[src/rtl/ppi_pkg.sv]
package ppi_pkg;
  typedef enum logic [1:0] {
    SEL_A   = 2'b00,
    SEL_B   = 2'b01,
    SEL_C   = 2'b10,
    SEL_CTL = 2'b11
  } port_sel_e;

  // Group configuration; direction fields use 1 = input.
  typedef struct packed {
    logic [1:0] a_mode;
    logic       a_in;
    logic       cu_in;
    logic       b_mode;
    logic       b_in;
    logic       cl_in;
  } cfg_t;

  localparam cfg_t CFG_RESET = '{a_mode: 2'b00, a_in: 1'b1, cu_in: 1'b1,
                                 b_mode: 1'b0, b_in: 1'b1, cl_in: 1'b1};
endpackage

[src/rtl/ppi_bus_decode.sv]
module ppi_bus_decode
  import ppi_pkg::*;
(
  input  logic       clk,
  input  logic       rst,
  input  logic       sel,
  input  logic       rd,
  input  logic       wr,
  input  logic [1:0] addr,
  input  logic       ctl_top,
  output logic       wr_a,
  output logic       wr_b,
  output logic       wr_c,
  output logic       wr_mode,
  output logic       wr_bsr,
  output logic       rd_ok,
  output logic       rd_start
);
  logic wr_ok;
  logic rd_ok_q;

  assign wr_ok   = sel && wr && !rd;
  assign wr_a    = wr_ok && (addr == SEL_A);
  assign wr_b    = wr_ok && (addr == SEL_B);
  assign wr_c    = wr_ok && (addr == SEL_C);
  assign wr_mode = wr_ok && (addr == SEL_CTL) && ctl_top;
  assign wr_bsr  = wr_ok && (addr == SEL_CTL) && !ctl_top;

  assign rd_ok    = sel && rd && !wr && (addr != SEL_CTL);
  assign rd_start = rd_ok && !rd_ok_q;

  always_ff @(posedge clk) begin
    if (rst) rd_ok_q <= 1'b0;
    else     rd_ok_q <= rd_ok;
  end

  // at most one write target per cycle
  a_r10_one_target: assert property (@(posedge clk) disable iff (rst)
    $onehot0({wr_a, wr_b, wr_c, wr_mode, wr_bsr}));
endmodule

[src/rtl/ppi_ctrl_reg.sv]
module ppi_ctrl_reg
  import ppi_pkg::*;
#(
  parameter int PW = 8
) (
  input  logic          clk,
  input  logic          rst,
  input  logic          wr_a,
  input  logic          wr_b,
  input  logic          wr_c,
  input  logic          wr_mode,
  input  logic          wr_bsr,
  input  logic [PW-1:0] wdata,
  output cfg_t          cfg,
  output logic [PW-1:0] pa_q,
  output logic [PW-1:0] pb_q,
  output logic [PW-1:0] pc_q
);
  localparam int IDX_W = $clog2(PW);

  logic [IDX_W-1:0] bit_idx;
  assign bit_idx = wdata[IDX_W:1];

  always_ff @(posedge clk) begin
    if (rst) begin
      cfg  <= CFG_RESET;
      pa_q <= '0;
      pb_q <= '0;
      pc_q <= '0;
    end else if (wr_mode) begin
      cfg.a_mode <= wdata[6] ? 2'b10 : {1'b0, wdata[5]};
      cfg.a_in   <= wdata[4];
      cfg.cu_in  <= wdata[3];
      cfg.b_mode <= wdata[2];
      cfg.b_in   <= wdata[1];
      cfg.cl_in  <= wdata[0];
      pa_q <= '0;
      pb_q <= '0;
      pc_q <= '0;
    end else begin
      if (wr_a) pa_q <= wdata;
      if (wr_b) pb_q <= wdata;
      if (wr_c) pc_q <= wdata;
      if (wr_bsr) pc_q[bit_idx] <= wdata[0];
    end
  end

  // every port is an input right after reset
  a_r3_reset_inputs: assert property (@(posedge clk) disable iff (rst)
    $past(rst) |-> (cfg == CFG_RESET && pa_q == '0 && pb_q == '0 && pc_q == '0));

  // mode word leaves all latches cleared
  a_r5_mode_clears: assert property (@(posedge clk) disable iff (rst)
    (!$past(rst) && $past(wr_mode)) |-> (pa_q == '0 && pb_q == '0 && pc_q == '0));

  // bit command touches at most one port C bit and no configuration
  a_r4_bsr_single_bit: assert property (@(posedge clk) disable iff (rst)
    (!$past(rst) && $past(wr_bsr)) |->
      ($countones(pc_q ^ $past(pc_q)) <= 1 && $stable(cfg) &&
       $stable(pa_q) && $stable(pb_q)));
endmodule

[src/rtl/ppi_read_mux.sv]
module ppi_read_mux
  import ppi_pkg::*;
#(
  parameter int PW = 8
) (
  input  logic          clk,
  input  logic          rst,
  input  logic          rd_ok,
  input  logic          rd_start,
  input  logic [1:0]    addr,
  input  logic          a_in,
  input  logic          b_in,
  input  logic          cu_in,
  input  logic          cl_in,
  input  logic [PW-1:0] pa_q,
  input  logic [PW-1:0] pb_q,
  input  logic [PW-1:0] pc_q,
  input  logic [PW-1:0] pa_pin,
  input  logic [PW-1:0] pb_pin,
  input  logic [PW-1:0] pc_pin,
  output logic [PW-1:0] rdata,
  output logic          rdata_en
);
  localparam int HALF = PW / 2;

  logic [PW-1:0] pa_cap, pb_cap;
  logic [PW-1:0] pa_view, pb_view, pc_view, rd_mux;

  assign pa_view = rd_start ? pa_pin : pa_cap;
  assign pb_view = rd_start ? pb_pin : pb_cap;
  assign pc_view = {cu_in ? pc_pin[PW-1:HALF] : pc_q[PW-1:HALF],
                    cl_in ? pc_pin[HALF-1:0]  : pc_q[HALF-1:0]};

  always_comb begin
    case (addr)
      SEL_A:   rd_mux = a_in ? pa_view : pa_q;
      SEL_B:   rd_mux = b_in ? pb_view : pb_q;
      SEL_C:   rd_mux = pc_view;
      default: rd_mux = '0;
    endcase
  end

  always_ff @(posedge clk) begin
    if (rst) begin
      rdata_en <= 1'b0;
      rdata    <= '0;
      pa_cap   <= '0;
      pb_cap   <= '0;
    end else begin
      rdata_en <= rd_ok;
      rdata    <= rd_ok ? rd_mux : '0;
      if (rd_start) begin
        pa_cap <= pa_pin;
        pb_cap <= pb_pin;
      end
    end
  end

  // no legal read sampled means the bus stays released
  a_r9_idle_quiet: assert property (@(posedge clk) disable iff (rst)
    !$past(rd_ok) |-> (!rdata_en && rdata == '0));

  // a continued read of input port A keeps its captured value
  a_r7_capture_hold: assert property (@(posedge clk) disable iff (rst)
    (rd_ok && !rd_start && $past(rd_ok) && $stable(addr) && addr == SEL_A &&
     a_in && $stable(a_in)) |=> $stable(rdata));
endmodule

[src/rtl/ppi_cfg_regs.sv]
module ppi_cfg_regs
  import ppi_pkg::*;
#(
  parameter int PW = 8
) (
  input  logic          clk,
  input  logic          rst,
  input  logic          bus_sel,
  input  logic          bus_rd,
  input  logic          bus_wr,
  input  logic [1:0]    bus_addr,
  input  logic [PW-1:0] bus_wdata,
  output logic [PW-1:0] bus_rdata,
  output logic          bus_rdata_en,
  input  logic [PW-1:0] pa_in,
  output logic [PW-1:0] pa_out,
  output logic [PW-1:0] pa_oe,
  input  logic [PW-1:0] pb_in,
  output logic [PW-1:0] pb_out,
  output logic [PW-1:0] pb_oe,
  input  logic [PW-1:0] pc_in,
  output logic [PW-1:0] pc_out,
  output logic [PW-1:0] pc_oe,
  output logic [1:0]    grp_a_mode,
  output logic          grp_b_mode
);
  localparam int HALF = PW / 2;

  logic wr_a, wr_b, wr_c, wr_mode, wr_bsr, rd_ok, rd_start;
  cfg_t cfg;

  ppi_bus_decode u_dec (
    .clk(clk), .rst(rst), .sel(bus_sel), .rd(bus_rd), .wr(bus_wr),
    .addr(bus_addr), .ctl_top(bus_wdata[PW-1]),
    .wr_a(wr_a), .wr_b(wr_b), .wr_c(wr_c), .wr_mode(wr_mode),
    .wr_bsr(wr_bsr), .rd_ok(rd_ok), .rd_start(rd_start)
  );

  ppi_ctrl_reg #(.PW(PW)) u_ctrl (
    .clk(clk), .rst(rst), .wr_a(wr_a), .wr_b(wr_b), .wr_c(wr_c),
    .wr_mode(wr_mode), .wr_bsr(wr_bsr), .wdata(bus_wdata),
    .cfg(cfg), .pa_q(pa_out), .pb_q(pb_out), .pc_q(pc_out)
  );

  ppi_read_mux #(.PW(PW)) u_rd (
    .clk(clk), .rst(rst), .rd_ok(rd_ok), .rd_start(rd_start),
    .addr(bus_addr), .a_in(cfg.a_in), .b_in(cfg.b_in),
    .cu_in(cfg.cu_in), .cl_in(cfg.cl_in),
    .pa_q(pa_out), .pb_q(pb_out), .pc_q(pc_out),
    .pa_pin(pa_in), .pb_pin(pb_in), .pc_pin(pc_in),
    .rdata(bus_rdata), .rdata_en(bus_rdata_en)
  );

  assign pa_oe      = {PW{~cfg.a_in}};
  assign pb_oe      = {PW{~cfg.b_in}};
  assign pc_oe      = {{(PW-HALF){~cfg.cu_in}}, {HALF{~cfg.cl_in}}};
  assign grp_a_mode = cfg.a_mode;
  assign grp_b_mode = cfg.b_mode;

  // group A never reports the unused mode code 11
  a_r2_mode_legal: assert property (@(posedge clk) disable iff (rst)
    grp_a_mode != 2'b11);
endmodule

[config.mk]
export PLATFORM = sky130hd
export DESIGN_NAME = ppi_cfg_regs
export DESIGN_NICKNAME = d
export VERILOG_FILES = /design/src/rtl/ppi_pkg.sv /design/src/rtl/ppi_bus_decode.sv /design/src/rtl/ppi_ctrl_reg.sv /design/src/rtl/ppi_read_mux.sv /design/src/rtl/ppi_cfg_regs.sv
export SDC_FILE = /design/constraint.sdc
export NUM_CORES = 1
export LEC_CHECK = 0
export BUFFER_PORTS_ARGS = -buffer_cell sky130_fd_sc_hd__buf_2
export CORE_ASPECT_RATIO = 0.9
export CORE_MARGIN = 3
export CORE_UTILIZATION = 45
export CTS_CLUSTER_DIAMETER = 60
export DETAILED_ROUTE_END_ITERATION = 7
export HOLD_SLACK_MARGIN = 0.12
export MAX_ROUTING_LAYER = met4
export PLACE_DENSITY = 0.74
export SETUP_SLACK_MARGIN = 0.4
export SLEW_MARGIN = 30
export SYNTH_ARGS = -nofsm -noshare
export SYNTH_HDL_FRONTEND = slang
export SYNTH_SLANG_ARGS = --single-unit
[constraint.sdc]
create_clock -name clk -period 3 [get_ports clk]
set_input_delay 0.3 -clock clk [delete_from_list [all_inputs] [get_ports clk]]
set_output_delay 0.3 -clock clk [all_outputs]
set_load 0.03 [all_outputs]
Yosys cells after proc, flatten, opt, wreduce, memory -nomap -nowiden

Index checks and enable logic that the tools add are counted.

Register bits after elaboration: 56
Bits of input ports: 39
Output and inout port bits: 60
Logic and storage cells: 59

Order comparisons: 2
Equal/unequal tests: 4
Mux-type cells: 15
Bitwise gates (word level): 5
Reductions and logical operators: 20

Operator list:

| cell                                                                                 | count |
|---|---|
| 8-bit two-way mux                                                                    | 8 |
| 8-bit case mux with 3 select lines                                                   | 1 |
| 1-bit logical AND                                                                    | 13 |
| 8-bit bitwise mux                                                                    | 1 |
| 4-bit two-way mux                                                                    | 2 |
| 1-bit NOT                                                                            | 5 |
| 2-bit == test (second input constant)                                                | 2 |
| 1-bit zero test                                                                      | 4 |
| 3-bit by 4-bit less-than comparator with 1-bit output (second input constant)        | 1 |
| 2-bit OR reduction                                                                   | 2 |
| 1-bit demux with 3-bit select                                                        | 1 |
| 3-bit by 1-bit greater-or-equal comparator with 1-bit output (second input constant) | 1 |
| 2-bit by 1-bit == test with 1-bit output (second input constant)                     | 1 |
| 2-bit zero test                                                                      | 1 |
| 2-bit two-way mux                                                                    | 1 |
| 2-bit != test (second input constant)                                                | 1 |
| 1-bit two-way mux                                                                    | 1 |

Depth between registers and ports, before layout

Gate-level depths: netlist (run 1).

Depth after elaboration: 8
Mapped depth: 6
Gate-level depth less buffers: 4

By module

A second synthesis (run 1) with hierarchy kept.

Cell total of the unflattened synthesis: 298
Area, all modules: 2792.7 um^2

By module, submodules not included:

| module         | times used | cells each | area each (um^2) | seq. area each (um^2) |
|---|---|---|---|---|
| ppi_ctrl_reg   | 1          | 125        | 1322.5           | 620.6 |
| ppi_read_mux   | 1          | 136        | 1188.6           | 500.5 |
| ppi_cfg_regs   | 1          | 24         | 165.2            | 0.0 |
| ppi_bus_decode | 1          | 13         | 116.4            | 20.0 |

Least setup slack after synthesis (run 1)

Ideal clock, no wire load.

Path kind: input port to flip-flop
Start: in bus_addr[1]
End: reg u_ctrl.pc_q[3]
Library setup time: 122 ps
Arrival: 1510 ps
Data required time: 2878 ps
Path slack: 1368 ps
Cell stages on the path: 5
Path buffers: 2
Cells stage by stage: buf_4 > nand4_4 > or4b_1 > buf_2 > o311a_1

Word-level cells in the longest chain between the ends: 7
Elaborated cells between the ends (all ways): 12
Classes of those cells: eq/ne (2); mux (5); reduce/logical (5)

RTL lines:

| element                        | RTL line             | source |
|---|---|---|
| start: declaration             | ppi_cfg_regs.sv:11   | `input logic [1:0] bus_addr,` |
| 2-bit == test                  | ppi_bus_decode.sv:25 | `assign wr_c = wr_ok && (addr == SEL_C);` |
| 1-bit logical AND              | ppi_bus_decode.sv:25 |  |
| 8-bit two-way mux              | ppi_ctrl_reg.sv:43   | `if (wr_c) pc_q <= wdata;` |
| 8-bit two-way mux              | ppi_ctrl_reg.sv:30   | `end else if (wr_mode) begin` |
| 8-bit two-way mux              | ppi_ctrl_reg.sv:25   | `if (rst) begin` |
| 8-bit bitwise mux              | ppi_ctrl_reg.sv:44   | `if (wr_bsr) pc_q[bit_idx] <= wdata[0];` |
| 8-bit two-way mux              | ppi_ctrl_reg.sv:44   |  |
| end signal: assignment         | ppi_ctrl_reg.sv:43   |  |
| end signal: indexed assignment | ppi_ctrl_reg.sv:44   |  |
| end: declaration               | ppi_ctrl_reg.sv:17   | `output logic [PW-1:0] pc_q` |

Several ways; a longest one is shown, not always the timed one. The select of a mux whose other input is x is not followed.
A chain may end at the register's enable or synchronous reset.

Final worst setup path (run 1)

Start: reg u_ctrl.cfg[4] (netlist name)
End: out pa_oe[4]

Word-level cells in the longest chain between the ends: 1

RTL lines:

| element          | RTL line           | source |
|---|---|---|
| 1-bit NOT        | ppi_cfg_regs.sv:54 | `assign pa_oe = {PW{~cfg.a_in}};` |
| end: declaration | ppi_cfg_regs.sv:17 | `output logic [PW-1:0] pa_oe,` |

No other way between the ends.

==> results.sh, run 1 <==
export IMPL_outcome="finished, final reports clean"
export IMPL_grt_util_all_layers_pct=23.0
export IMPL_synth_area_mm2=0.00276
export IMPL_syn_to_final_growth_pct=16.3
export IMPL_gp_congestion=0.891
export IMPL_slew_headroom_pct=49.6
export IMPL_grt_start_max_net_pins=18
export IMPL_routed_via_count=2591
export IMPL_start_kind="register"
export IMPL_clkLatencyLatePin_ns=0.31
export IMPL_die_h_um=80.3
export IMPL_holdPathStages=3
export IMPL_hp_start="pb_in[4]"
export IMPL_fmax_mhz=544
export IMPL_num_antenna_cells=0
export IMPL_rsz0062_at_grt="false"
export IMPL_cts_buffers=5
export IMPL_ctsHoldBuffers=0
export IMPL_ir_worst_vdd_mv=0.289
export IMPL_postCtsSetupBuffers=0
export IMPL_n_fill_cell=552
export IMPL_drt_wl_total_mm=7.84
export IMPL_postSynthCellCount=303
export IMPL_min_period_over_period_pct=61.3
export IMPL_grt_overflow_total=0
export IMPL_wl_per_cell_um=17.8
export IMPL_worstHoldPathType="input pin to register"
export IMPL_htreeDepth=2
export IMPL_initial_core_util_pct=47.4
export IMPL_die_w_um=88.6
export IMPL_ios=99
export IMPL_cp_slowest_cell="dfxtp_1"
export IMPL_ys_warn_count=0
export IMPL_port_buffers=98
export IMPL_final_setup_viol_count=0
export IMPL_design_final_nets=409
export IMPL_tightest_slew_ns=0.754
export IMPL_drive_gt1_share_pct=32.6
export IMPL_synth_top_area_share_pct=40.6
export IMPL_tns_ns=0
export IMPL_grt_first_pass_wirelength_mm=12.1
export IMPL_core_area_mm2=0.00582
export IMPL_dp_cells=433
export IMPL_cts_sinks=56
export IMPL_fin_worst_skew_ns=0.00155
export IMPL_crit_required_ns=2.70
export IMPL_first_pass_iters=5
export IMPL_dp_hpwl_mm=5.81
export IMPL_hold_slack_ns=0.253
export IMPL_clockBufferDepth=2
export IMPL_rows=26
export IMPL_drtAntennaViolNets=0
export IMPL_p_per_area_mw_per_mm2=421
export IMPL_drt_iter0_drc=235
export IMPL_synth_top_cell_by_area="dfxtp_1"
export IMPL_synthFlopType="dfxtp_1"
export IMPL_ys_types=43
export IMPL_critPathBufInv=2
export IMPL_route_detailed_drc=0
export IMPL_crit_fanout=17
export IMPL_maxCapViolCount=0
export IMPL_ctsResizeCount=0
export IMPL_ff2ff_setup_slack_ns=1.46
export IMPL_clkSlewWorstSetupHoldPaths_ns=0.10
export IMPL_synth_fp_nets=342
export IMPL_synth_async_reset_ratio_pct=0
export IMPL_hold_end="u_rd.pb_cap[4]"
export IMPL_synth_area_per_cell_um2=9.11
export IMPL_cp_top_family="flip-flops"
export IMPL_grt_pass1_vias=2283
export IMPL_endpoint_kind="output port"
export IMPL_synthTopCellsByArea="dfxtp_1, mux2i_1, buf_4, nor2_1, nand3_1"
export IMPL_routed_via_density=5.88
export IMPL_r2r_start="u_rd.rdata_en"
export IMPL_die_area_mm2=0.00711
export IMPL_synth_seq_cells=56
export IMPL_p_leak_uw=0.00160
export IMPL_crit_arrival_ns=1.54
export IMPL_max_stage_delay_ns=0.70
export IMPL_hold_violations=0
export IMPL_rr_worst_depth=5
export IMPL_path_class="register to output port"
export IMPL_fin_cells=441
export IMPL_antenna_found_initial=0
export IMPL_seq_area_frac_synth_pct=40.6
export IMPL_period_needed_ns=1.84
export IMPL_synth_edf_count=0
export IMPL_clock_root_buffer="clkbuf_8"
export IMPL_path_cells="inv_1, buf_2"
export IMPL_reg2reg_to="u_rd.rdata[7]"
export IMPL_slew_viol_final=0
export IMPL_cts_tree="built"
[synthesized netlist by cell type, types with 2 or more instances]
library cell and number:
a211o_1 3, a21boi_0 3, a21oi_1 12, a2bb2oi_1 6, a311o_1 6, a311oi_1 2, and2_1 2, and3_1 3
and3b_1 2, buf_2 4, buf_4 22, clkbuf_1 14, dfxtp_1 56, inv_1 7, mux2_2 2, mux2i_1 28
nand2_1 7, nand2b_1 4, nand3_1 21, nand3b_1 4, nor2_1 32, o211ai_1 8, o211ai_2 4, o21a_1 3
o21ai_0 21, o2bb2ai_1 2, o311a_1 7, or3_1 3
[worst max path at each step]
| stage | startpoint | to | cells after the start | slack [ns] |
|---|---|---|---|---|
| final | u_ctrl.cfg[4] | pa_oe[4] | 2 | 1.16 |
| after global routing | u_ctrl.cfg[4] | pa_oe[4] | 2 | 1.00 |
| after CTS | u_ctrl.cfg[4] | pa_oe[4] | 2 | 1.17 |
| after detailed placement | rst | u_rd.rdata[7] | 5 | 1.06 |
| after global placement | bus_addr[1] | u_ctrl.pa_q[1] | 4 | 1.07 |
| after floorplan | bus_addr[1] | u_ctrl.pc_q[3] | 5 | 1.37 |
[tightest hold or removal path, cell delays in order]
cell and delay, ns:
buf_2 0.07, mux2i_1 0.07, nor2_1 0.09
[cells in the final DEF (no fill, tap or decap), types with 7 or more instances in the layout]
cell | Yosys | final
a21oi_1 | 12 | 12
buf_2 | 4 | 98
dfxtp_1 | 56 | 56
inv_1 | 7 | 7
mux2i_1 | 28 | 28
nand2_1 | 7 | 7
nand3_1 | 21 | 21
nor2_1 | 32 | 32
o211ai_1 | 8 | 8
o21ai_0 | 21 | 21
o311a_1 | 7 | 7
[sequential cells by signal, indices dropped and copies added, names as in the netlist]
signal         cells
u_ctrl.cfg         7
u_ctrl.pa_q        8
u_ctrl.pb_q        8
u_ctrl.pc_q        8
u_rd.pa_cap        8
u_rd.pb_cap        8
u_rd.rdata         8
u_rd.rdata_en      1
[layout make-up]
| cell class | count | area (um2) | area share (%) |
|---|---|---|---|
| Clock buffer | 6 | 82.6 | 2.57 |
| Clock inverter | 2 | 10.0 | 0.312 |
| Inverter | 7 | 26.3 | 0.818 |
| Multi-Input combinational cell | 198 | 1360 | 42.5 |
| Sequential cell | 56 | 1120 | 34.9 |
| Tap cell | 70 | 87.6 | 2.73 |
| Timing Repair Buffer | 102 | 520 | 16.2 |
[stage by stage]
stage               utilization [%]  power (uW)  area, um2  worst slack [ns]
finish                         55.2        1350       3210              1.16
global placement               53.5         937       3120              1.07
detailed placement             53.6         939       3120              1.06
CTS                            55.2        1360       3210              1.17
global route                   55.2        1410       3210              1.00
floorplan                         -         878       2760              1.37
[cell families after synthesis]
group,Yosys count,synth area share (%)
AO/OA/AOI/OAI,81,21.5
buffers and inverters,49,10.1
flip-flops,56,40.6
AND/OR/NAND/NOR,87,16.8
multiplexers,30,11.0
[power breakdown]
part / switching (uW) / total [uW] / internal [uW]
Combinational: 106 / 161 / 55.3
Sequential: 7.63 / 763 / 755
Clock: 245 / 430 / 185
Total: 358 / 1350 / 996
[metal layers]
metal	vias to the layer above	wire length, um	global-route usage, %
met3	14	575	4.51
met4	0	178	7.55
met2	145	3610	33.8
met1	1214	3480	31.7
met5	-	0	-
li1	1218	-	-
(Power assumes the default switching activity.)
==> run 2, diff against run 1 <==
--- a/config.mk
+++ b/config.mk
@@ -5,6 +5,7 @@
 export SDC_FILE = /design/constraint.sdc
 export NUM_CORES = 1
 export LEC_CHECK = 0
+export ABC_AREA = 1
 export BUFFER_PORTS_ARGS = -buffer_cell sky130_fd_sc_hd__buf_2
 export CORE_ASPECT_RATIO = 0.9
 export CORE_MARGIN = 3
==> constraint.sdc (replaced) <==
create_clock -name clk -period 1.7 [get_ports clk]
set_input_delay 0.17 -clock clk [delete_from_list [all_inputs] [get_ports clk]]
set_output_delay 0.17 -clock clk [all_outputs]
set_load 0.03 [all_outputs]
==> run 2 against run 1 <==
Compared with the run above: non-clock buffer count grew 12; final cell count grew 27%; hold slack lost 0.11 ns; critical path depth is the same; global-route usage grew 0.26 points; critical endpoint is now pc_oe[3]; highest routed layer unchanged.
==> results.sh, run 2 <==
export IMPL_outcome="finished, final reports clean"
export IMPL_p_leak_uw=0.00183
export IMPL_grt_util_all_layers_pct=23.3
export IMPL_syn_to_final_growth_pct=23.9
export IMPL_initial_core_util_pct=48.2
export IMPL_synth_fp_nets=444
export IMPL_ir_worst_vdd_mv=0.443
export IMPL_synth_async_reset_ratio_pct=0
export IMPL_max_stage_delay_ns=0.37
export IMPL_synth_seq_cells=56
export IMPL_clkSlewWorstSetupHoldPaths_ns=0.10
export IMPL_synth_top_area_share_pct=39.7
export IMPL_start_kind="register"
export IMPL_preCtsSetupSlack_ns=0.283
export IMPL_htreeDepth=2
export IMPL_crit_required_ns=1.53
export IMPL_pwr_share_clk_pct=31.7
export IMPL_synth_area_per_cell_um2=6.97
export IMPL_drt_wl_total_mm=8.19
export IMPL_n_fill_cell=573
export IMPL_drive_gt1_share_pct=30.5
export IMPL_hold_violations=0
export IMPL_internal_power_uw=1810
export IMPL_maxCapViolCount=0
export IMPL_synth_top_cell_by_area="dfxtp_1"
export IMPL_grt_start_max_net_pins=19
export IMPL_die_h_um=81.1
export IMPL_period_needed_ns=1.26
export IMPL_clock_root_buffer="clkbuf_8"
export IMPL_synthTopCellsByCount="nand2_1, dfxtp_1, nor2_1"
export IMPL_clockBufferDepth=2
export IMPL_clkLatencyLatePin_ns=0.30
export IMPL_slew_viol_final=0
export IMPL_fin_cells=562
export IMPL_drtAntennaViolNets=0
export IMPL_dp_cells=548
export IMPL_final_common_cell="nand2_1"
export IMPL_dr_wl_met2_mm=3.71
export IMPL_hold_slack_ns=0.141
export IMPL_grt_first_pass_wirelength_mm=12.8
export IMPL_endpoint_kind="output port"
export IMPL_dp_hpwl_mm=6.32
export IMPL_tightest_slew_ns=0.507
export IMPL_cp_top_family="buffers and inverters"
export IMPL_die_area_mm2=0.00726
export IMPL_worst_slack_ns=0.443
export IMPL_first_pass_iters=4
export IMPL_synthTopCellsByArea="dfxtp_1, nand2_1, nor2_1, a21oi_1, buf_4"
export IMPL_final_setup_viol_count=0
export IMPL_path_class="register to output port"
export IMPL_routed_via_count=2949
export IMPL_gp_congestion=0.902
export IMPL_ys_warn_count=0
export IMPL_synth_area_mm2=0.00282
export IMPL_synth_most_common_cell="nand2_1"
export IMPL_cp_slowest_cell="dfxtp_1"
export IMPL_slew_headroom_pct=66.0
export IMPL_min_period_over_period_pct=73.9
export IMPL_rsz0062_at_grt="true"
export IMPL_postSynthCellCount=405
export IMPL_fmax_mhz=796
export IMPL_synth_edf_count=0
export IMPL_top_layer="met4"
export IMPL_drt_iter0_drc=194
export IMPL_p_comb_share_pct=13.7
export IMPL_fin_area_mm2=0.00350
export IMPL_switching_share_pct=26.5
export IMPL_num_antenna_cells=0
export IMPL_die_w_um=89.5
export IMPL_design_final_nets=531
export IMPL_seq_area_frac_synth_pct=39.7
export IMPL_grt_overflow_total=0
export IMPL_wl_per_cell_um=14.6
export IMPL_routed_via_density=5.25
export IMPL_fin_worst_skew_ns=0.00870
export IMPL_route_detailed_drc=0
export IMPL_worstHoldPathType="input pin to register"
export IMPL_net_switching_power_uw=653
export IMPL_critPathBufInv=2
export IMPL_cts_tree="built"
export IMPL_grt_pass1_vias=2641
export IMPL_antenna_found_initial=0
export IMPL_cts_buffers=5
export IMPL_cts_sinks=56
export IMPL_p_per_area_mw_per_mm2=705
export IMPL_place_area_mm2=0.00325
export IMPL_synthFlopType="dfxtp_1"
export IMPL_rows=26
export IMPL_ios=99
export IMPL_wl_met3_um=646
export IMPL_port_buffers=98
export IMPL_crit_arrival_ns=1.09
export IMPL_path_cells="inv_1, buf_2"
export IMPL_crit_fanout=8
export IMPL_ys_types=29
export IMPL_ctsHoldBuffers=0
export IMPL_tns_ns=0
export IMPL_pwr_share_seq_pct=54.6
export IMPL_drt_met1_wl_mm=3.73
export IMPL_core_area_mm2=0.00586
export IMPL_layout_common_cells="nand2_1, buf_2, nor2_1"
-- run 2: logic make-up (layout without fill, tap and decap cells) --
kind of cell    after synthesis  count (layout)  synth area share [%]
simple gates                217             218                  35.9
flops                        56              56                  39.7
buf+inv                      69             155                  12.6
compound gates               63              63                  11.7
-- run 2: per-stage QoR --
stage	utilization (%)	total power, uW
6_report	59.7	2460
5_1_grt	59.7	2550
4_1_cts	58.1	2450
3_5_place_dp	55.5	1700
3_3_place_gp	55.5	1690
2_1_floorplan	-	1580
-- run 2: power groups by stage --
stage	Combinational [uW]	Sequential (uW)	Clock (uW)
after global routing	371	1350	831
after CTS	327	1340	783
after global placement	313	1380	0
final	339	1350	780
after floorplan	184	1390	0
after detailed placement	319	1380	0
-- run 2: worst reg2reg max path, stage by stage, from the launching register on --
cell	delay, ns
dfxtp_2	0.39
inv_8	0.06
buf_4	0.13
nand4_1	0.12
nand3_1	0.11
nand2_1	0.08
nand3_1	0.09
nand2_1	0.08
inv_1	0.04
-- run 2: area by class of cell --
type	instances	area [um2]	area share [%]
inverter	34	140	4.01
timing repair buffer	114	679	19.4
multi-input combinational	281	1370	39.1
sequential	56	1130	32.2
tap	70	87.6	2.51
clock buffer	7	96.3	2.76
-- run 2: path summary, 6_finish.rpt --
kind | to | slack, ns | depth (start not counted) | start
setup / recovery | pc_oe[3] | 0.44 | 2 | u_ctrl.cfg[0]
hold / removal | u_ctrl.pa_q[1] | 0.14 | 3 | bus_wdata[1]
setup reg to reg | u_rd.rdata[7] | 0.51 | 8 | u_rd.rdata_en
hold reg to reg | u_ctrl.cfg[5] | 0.47 | 2 | u_ctrl.cfg[5]
-- run 2: per-layer routing --
| layer | track usage [%] | vias to the layer above |
|---|---|---|
| li1 | - | 1481 |
| met1 | 32.2 | 1324 |
| met2 | 35.9 | 136 |
| met3 | 3.25 | 8 |
| met4 | 5.80 | 0 |
| met5 | - | - |
-- run 2: what timing repair did --
action,CTS,global route
buffers inserted,0,6
pin swaps,1,0
resized for setup,16,11
endpoints found under the setup margin,16,17
cloned,1,0
==> run 3, diff against run 2 <==
--- a/config.mk
+++ b/config.mk
@@ -14,7 +14,7 @@
 export DETAILED_ROUTE_END_ITERATION = 7
 export HOLD_SLACK_MARGIN = 0.12
 export MAX_ROUTING_LAYER = met4
-export PLACE_DENSITY = 0.74
+export PLACE_DENSITY = 0.77
 export SETUP_SLACK_MARGIN = 0.4
 export SLEW_MARGIN = 30
 export SYNTH_ARGS = -nofsm -noshare
==> constraint.sdc (replaced) <==
create_clock -name clk -period 1.01 [get_ports clk]
set_input_delay 0.101 -clock clk [delete_from_list [all_inputs] [get_ports clk]]
set_output_delay 0.101 -clock clk [all_outputs]
set_load 0.03 [all_outputs]
==> run 3 against run 2 <==
Compared with the run above: the run now ends with setup timing left; non-clock buffer count increased by 59; sequential cell count unchanged; largest cell class unchanged; register-to-register slack got worse by 0.82 ns; highest routed layer unchanged; clock power increased by 71%.
==> results.sh, run 3 (same netlist as run 2, synthesis figures left out) <==
export IMPL_grt_first_pass_wirelength_mm=15.9
export IMPL_pwr_share_seq_pct=49.4
export IMPL_grt_overflow_total=0
export IMPL_port_buffers=98
export IMPL_crit_fanout=8
export IMPL_slew_headroom_pct=60.2
export IMPL_rr_worst_depth=8
export IMPL_routed_via_density=6.17
export IMPL_fmax_mhz=759
export IMPL_worstHoldPathType="input pin to register"
export IMPL_routed_via_count=3843
export IMPL_dp_cells=581
export IMPL_grt_pass1_vias=3412
export IMPL_net_switching_power_uw=1430
export IMPL_multi_input_area_mm2=0.00184
export IMPL_critPathLaunch="u_rd.rdata_en"
export IMPL_fin_cells=623
export IMPL_crit_required_ns=1.24
export IMPL_die_area_mm2=0.00726
export IMPL_num_antenna_cells=0
export IMPL_initial_core_util_pct=48.2
export IMPL_rsz0062_at_grt="true"
export IMPL_utilization_pct=87.9
export IMPL_cts_sinks=56
export IMPL_clkSlewWorstSetupHoldPaths_ns=0.12
export IMPL_preCtsSetupSlack_ns=-0.277
export IMPL_pwr_share_clk_pct=29.0
export IMPL_fin_worst_skew_ns=0.0125
export IMPL_cts_tree="built"
export IMPL_drt_wl_total_mm=13.3
export IMPL_wl_per_cell_um=21.3
export IMPL_tightest_slew_ns=0.592
export IMPL_cts_buffers=5
export IMPL_core_area_mm2=0.00586
export IMPL_path_class="register to register"
export IMPL_grt_util_all_layers_pct=29.5
export IMPL_start_kind="register"
export IMPL_switching_share_pct=31.2
export IMPL_drtAntennaViolNets=0
export IMPL_die_h_um=81.1
export IMPL_p_per_area_mw_per_mm2=891
export IMPL_reg2reg_to="u_rd.rdata[2]"
export IMPL_slew_viol_final=0
export IMPL_violations="setup timing"
export IMPL_final_setup_viol_count=43
export IMPL_min_period_over_period_pct=130
export IMPL_maxCapViolCount=0
export IMPL_n_fill_cell=254
export IMPL_clkLatencyLatePin_ns=0.32
export IMPL_crit_end="u_rd.rdata[2]"
export IMPL_internal_power_uw=3150
export IMPL_drt_iter0_drc=354
export IMPL_outcome="finished, violations left"
export IMPL_rows=26
export IMPL_endpoint_kind="register"
export IMPL_grt_start_max_net_pins=20
export IMPL_period_needed_ns=1.32
export IMPL_crit_arrival_ns=1.55
export IMPL_drive_gt1_share_pct=63.1
export IMPL_r2r_start="u_rd.rdata_en"
export IMPL_p_comb_share_pct=21.6
export IMPL_worst_slack_ns=-0.307
export IMPL_first_pass_iters=6
export IMPL_route_detailed_drc=0
export IMPL_hold_violations=0
export IMPL_seqCellArea_mm2=0.00119
export IMPL_dp_hpwl_mm=6.86
export IMPL_die_w_um=89.5
export IMPL_gp_congestion=0.877
export IMPL_clock_root_buffer="clkbuf_8"
export IMPL_ff2ff_setup_slack_ns=-0.31
export IMPL_final_common_cell="buf_6"
export IMPL_syn_to_final_growth_pct=82.4
export IMPL_power_uw=4590
export IMPL_ir_worst_vdd_mv=0.779
export IMPL_p_leak_uw=0.00238
export IMPL_layout_common_cells="buf_6, nand2_1, nor2_1"
export IMPL_design_final_nets=591
export IMPL_antenna_found_initial=0
export IMPL_ios=99
export IMPL_clockBufferDepth=2
export IMPL_htreeDepth=2
==> run 3: changes by cell type in the layout (fill, tap and decap cells not counted), moves of 25 or more <==
cell     before  now
buf_2        89   33
buf_4        14   46
nand2_1      95   54
a21oi_1      41    7
dfxtp_2       1   33
a21oi_2       0   34
dfxtp_1      54   16
buf_6         9   66
nand2_2       2   27
==> run 3: power groups by stage <==
| stage | clock network (uW) | registers (uW) | logic [uW] |
|---|---|---|---|
| detailed placement | 0 | 2310 | 654 |
| global route | 1420 | 2270 | 1030 |
| finish | 1330 | 2260 | 990 |
| CTS | 1320 | 2270 | 814 |
| global placement | 0 | 2310 | 645 |
| floorplan | 0 | 2340 | 359 |
==> run 3: what timing repair did <==
| action | in CTS | in global routing |
|---|---|---|
| gates resized for setup | 260 | 91 |
| gates cloned | 2 | 1 |
| endpoints found under the hold margin | 19 | 12 |
| pin swaps | 59 | 27 |
| setup endpoints to repair | 116 | 116 |
| buffers inserted | 20 | 11 |
==> run 3: stage by stage <==
step	setup TNS, ns	cell area [um2]	hold slack, ns
final	-6.49	5150	0.0776
after global routing	-7.83	5150	0.0586
after CTS	-4.57	4680	0.0438
after detailed placement	-7.95	3640	0.401
after global placement	-6.84	3640	0.391
after floorplan	-0.870	3120	0.192
==> run 3: layout make-up <==
| type | instances | area share [%] |
|---|---|---|
| multi-input cells | 282 | 35.8 |
| inverters | 34 | 3.94 |
| clock buffers | 5 | 1.34 |
| repair buffers | 173 | 33.6 |
| well taps | 70 | 1.70 |
| clock inverters | 3 | 0.535 |
| flip-flops and latches | 56 | 23.1 |
==> run 3: how the worst min path moves through the flow <==
| stage | startpoint | endpoint | slack [ns] | cells past startpoint |
|---|---|---|---|---|
| 2_1_floorplan | bus_wr | u_rd.rdata_en | 0.19 | 1 |
| 3_3_place_gp | rst | u_ctrl.cfg[6] | 0.39 | 2 |
| 3_5_place_dp | bus_wdata[7] | u_ctrl.pb_q[7] | 0.40 | 3 |
| 4_1_cts | bus_wdata[4] | u_ctrl.pa_q[4] | 0.04 | 3 |
| 5_1_grt | bus_wdata[4] | u_ctrl.pa_q[4] | 0.06 | 3 |
| 6_report | bus_wdata[4] | u_ctrl.pa_q[4] | 0.08 | 3 |
==> run 3: worst max-delay path, cell delays in order (launching register included) <==
cell     delay [ns]
dfxtp_4        0.38
inv_8          0.08
nand3_4        0.16
nand2_2        0.14
nand3_1        0.11
nand2_1        0.12
nand3_1        0.09
nand2_1        0.09
inv_1          0.04
==> run 3: layer usage <==
layer  up-vias  routed length (um)  track usage (%)
met1      1811                4690             34.4
met4         0                 763             10.9
met5         -                   0                -
met3        90                1170             5.58
met2       332                6660             50.5
li1       1610                   -                -
